$ cat config.mk
export PLATFORM = sky130hd
export DESIGN_NAME = ol_blank_qual
export DESIGN_NICKNAME = d
export VERILOG_FILES = /design/src/rtl/ol_blank_qual.sv
export SDC_FILE = /design/constraint.sdc
export NUM_CORES = 1
export LEC_CHECK = 0
export BUFFER_PORTS_ARGS = -buffer_cell sky130_fd_sc_hd__buf_2
export CORE_AREA = 2 2 54 56
export DETAILED_ROUTE_END_ITERATION = 7
export DIE_AREA = 0 0 56 58
export PLACE_DENSITY = 0.76
export SLEW_MARGIN = 20
export SYNTH_ARGS = -nofsm -noshare
export SYNTH_HDL_FRONTEND = slang
export SYNTH_SLANG_ARGS = --single-unit
export TNS_END_PERCENT = 100
$ cat constraint.sdc
create_clock -name clk -period 2.5 [get_ports clk]
set_input_delay 0.5 -clock clk [delete_from_list [all_inputs] [get_ports clk]]
set_output_delay 0.5 -clock clk [all_outputs]
set_load 0.005 [all_outputs]
$ cat src/rtl/ol_blank_qual.sv
module ol_blank_qual #(
  parameter int CNT_W = 16
) (
  input  logic             clk,
  input  logic             rst_n,
  input  logic             cmd_on,
  input  logic             ol_cmp,
  input  logic [CNT_W-1:0] blank_ticks,
  input  logic             cutoff_flt,
  input  logic             thermal_flt,
  output logic             ol_fault,
  output logic             diag_n
);

  logic             cond;
  logic [CNT_W-1:0] cnt;

  assign cond = ~cmd_on & ol_cmp;

  always_ff @(posedge clk or negedge rst_n) begin
    if (!rst_n) begin
      cnt      <= '0;
      ol_fault <= 1'b0;
    end else if (!cond) begin
      cnt      <= '0;
      ol_fault <= 1'b0;
    end else if (cnt >= blank_ticks) begin
      ol_fault <= 1'b1;
    end else begin
      cnt <= cnt + 1'b1;
    end
  end

  assign diag_n = ~(ol_fault | cutoff_flt | thermal_flt);

  AST_CLEAR_ON_CMD: assert property (@(posedge clk) disable iff (!rst_n)
    cmd_on |=> !ol_fault);
  AST_CLEAR_ON_RECONNECT: assert property (@(posedge clk) disable iff (!rst_n)
    !ol_cmp |=> !ol_fault);
  AST_RISE_NEEDS_COND: assert property (@(posedge clk) disable iff (!rst_n)
    $rose(ol_fault) |-> $past(!cmd_on && ol_cmp));
  AST_DIAG_LOW_ON_OL: assert property (@(posedge clk) disable iff (!rst_n)
    ol_fault |-> !diag_n);
  AST_FAULT_SETTLED_COUNT: assert property (@(posedge clk) disable iff (!rst_n)
    ol_fault |-> $stable(cnt));

endmodule

==> summary.txt <==
Die
  • Core box area: 2660 sq um
  • Die height: 58 microns
  • Starting Density: 0.526
  • Die X-Extent: 56 microns
  • Die ar.: 3250 sq um
  • Row count: 19
  • Count of pins on the block boundary: 24

Timing
  • Final period util: 0.970
  • Sum Neg Setup Slack: 0 ns
  • Worst slew pin tran: 0.712 ns
  • Clock skew after layout: 0.00667 ns
  • Timing-limited maximum frequency: 0.412 GHz
  • Min Tclk post-route: 2.43 ns
  • # setup viols final: 0
  • Number of max-slew violations in the final report: 0
  • Relative slew margins: 0.521
  • Hold Violations, Final: 0
  • Worst hold-check slack: 0.109 ns

Yosys
  • Sequential-to-total area share from yosys stat: 0.304
  • Synthesized-area fraction occupied by ao, oa, aoi and oai cells: 0.220
  • Net count after synthesis: 193
  • Most frequently used flop master after synthesis: dfrtp_1
  • Synthesized netlist cell count: 154
  • FF+latch count, synth: 17
  • Main combinational cell family by area after synthesis: simple AND/OR/NAND/NOR gates
  • Multiplexer share of the synthesized area: 0
  • Count of flip-flops with a built-in enable after synthesis: 0
  • Xor/xnor share of the synthesized area: 0
  • Synth Area in Adders: 0.152
  • Yosys warning count: 0
  • Post-synthesis simple-gate area fraction: 0.230
  • Netlist Area Pre-Place: 1400 sq um
  • Synth Area per Inst: 9.10 sq um
  • Number of distinct library cells after synthesis: 34
  • Post-synth ARST share: 1.00

Route
  • Number of design rule violations left after detail routing: 0
  • Detailed-route wire length: 3310 microns
  • Detail-routed via count per cell: 5.82
  • Antenna Nets Post-Route: 0
  • Detailed-routing iteration count for the pre-antenna-repair pass: 4
  • DRC marker count from the first detailed-route iteration: 20
  • Via count: 1304
  • Wire length per cell: 14.8 microns

Critical path
  • Largest stage delay on the critical path: 0.61 ns
  • Critical path cell sequence: inv_1 -> ha_1 -> nand2b_4 -> a2111oi_4 -> or4b_4 -> a211oi_4 -> buf_12 -> or4_2 -> a21oi_1
  • Arrival @ worst endpoint: 2.66 ns
  • Type of the setup path with the least slack: flop to flop
  • Critical Path Fanout Max: 12
  • Cell type of the slowest stage on the worst timing path: or4_2
  • Endpoint required time on the critical path: 2.73 ns
  • Endpoint kind of the worst setup timing path: flop
  • Sort of element at the start of the critical path: flop

Clocking
  • Root Driver: clkbuf_4
  • Max Buffers Root-to-Sink: 2
  • Insertion delay to the later sink of the worst-skew pair: 0.30 ns
  • Max H-tree Level: 1
  • Number of buffers inserted during clock tree synthesis: 3
  • Clock transition at the register clock pins on the worst setup and hold paths after CTS: 0.11 ns
  • Clock sinks: 17
  • Clock tree from TritonCTS: yes

Finish
  • Antenna cells: 0
  • Count of nets after finishing: 233
  • Most frequent cells in the layout: buf_2 (23), inv_1 (19), ha_1 (17), dfrtp_1 (17), buf_4 (15)
  • Area overhead of the layout relative to synthesis: 23.0%
  • Share of cells above drive strength 1: 0.383
  • Final std cells w/o fill: 224
  • Post-Route Utilization: 0.648
  • Most common library cell in the layout ignoring fill and taps: buf_2

Run status
  • Result of the run: complete, no violations

GRT
  • Vias in the first global route: 1322
  • Wire length of the first global-routing pass: 5530 microns
  • Total GRT Usage: 0.213
  • Grt total ovfl: 0
  • Pin count of the biggest net entering global routing: 18
  • Antenna violations before repair: 0

Placement
  • IO Port Bufs: 23
  • Routability congestion estimate from global placement: 0.856
  • Half-perimeter wire length of the detailed placement result: 2480 microns
  • Cell count after placement: 216

Run
  • Max-cap check violation count: 0

Power
  • Power, Total: 0.512 mW
  • Power density over the cells: 297 nW/um^2
  • Leakage Power: 0.843 nW
  • Maximum vdd drop: 258 uV

Worst hold path
  • Min-delay worst type: input pin to async pin
-- where the power goes --
group | total, mW | leakage [nW] | switching (mW) | internal (mW)
clock network | 0.160 | 0.0150 | 0.0975 | 0.0622
logic | 0.0750 | 0.592 | 0.0399 | 0.0352
registers | 0.278 | 0.237 | 0.00135 | 0.276
total | 0.512 | 0.843 | 0.139 | 0.374
-- critical path: cells and delay by family, from the launching register on --
kind / cells / cell delay (ns)
AND/OR/NAND/NOR: 3 / 0.95
AO/OA/AOI/OAI: 3 / 0.55
flip-flops: 1 / 0.38
adder cells (fa/ha/maj): 1 / 0.28
buffers and inverters: 2 / 0.20
-- routing by layer --
| metal | vias up | track usage | part of all wire |
|---|---|---|---|
| met5 | - | 0 | 0 |
| met4 | 0 | 0.0816 | 0.0085 |
| met3 | 4 | 0.0313 | 0.046 |
| met2 | 36 | 0.387 | 0.52 |
| met1 | 616 | 0.256 | 0.43 |
| li1 | 648 | - | - |
-- through the flow --
step	worst slack, ns	area [sq um]
6_report	0.0740	1720
4_1_cts	0.0370	1640
2_1_floorplan	0.107	1400
3_5_place_dp	-0.209	1600
3_3_place_gp	-0.129	1600
5_1_grt	-0.0318	1720
-- registers in the layout, indices dropped and copies added (netlist names) --
signal    flops
ol_fault      1
cnt          16
-- layout make-up --
cell class	instances	area [sq um]
repair buffers	40	259
well taps	31	38.8
multi-input cells	113	903
clock buffers	4	26.3
flip-flops and latches	17	425
inverters	19	71.3
fillers	231	938
-- repair_timing --
action	in CTS	in global routing
gates resized for setup	1	13
hold buffers	0	0
setup buffers	1	3
pin swaps	2	8
setup endpoints to repair	7	14
-- logic make-up after synthesis --
| kind of cell | Yosys count |
|---|---|
| AO/OA/AOI/OAI | 42 |
| adder cells (fa/ha/maj) | 17 |
| buffers and inverters | 24 |
| flip-flops | 17 |
| AND/OR/NAND/NOR | 54 |
-- synth_stat cells, drive strengths merged, types with 3 or more instances --
cell type | n | area (sq um)
dfrtp | 17 | 425
a21oi | 18 | 109
inv | 19 | 71.3
or3 | 6 | 40.0
nand2 | 13 | 48.8
or4 | 9 | 72.6
buf | 4 | 47.5
nand4 | 3 | 18.8
ha | 17 | 213
nor2 | 4 | 15.0
o21ai | 8 | 58.8
o31ai | 8 | 60.1
nor3 | 3 | 20.0
o211ai | 3 | 22.5
and3 | 4 | 26.3
nand3 | 7 | 35.0
-- final timing paths --
path,start,endpoint,slack [ns],depth (start not counted)
max,cnt[0],cnt[5],0.07,9
min,rst_n,cnt[15],0.11,1
max reg2reg,cnt[0],cnt[5],0.07,9
min reg2reg,ol_fault,ol_fault,0.55,2
max in group asynchronous,rst_n,cnt[0],2.09,1
min in group clk,cmd_on,cnt[1],0.54,4
(Power assumes the default switching activity.)
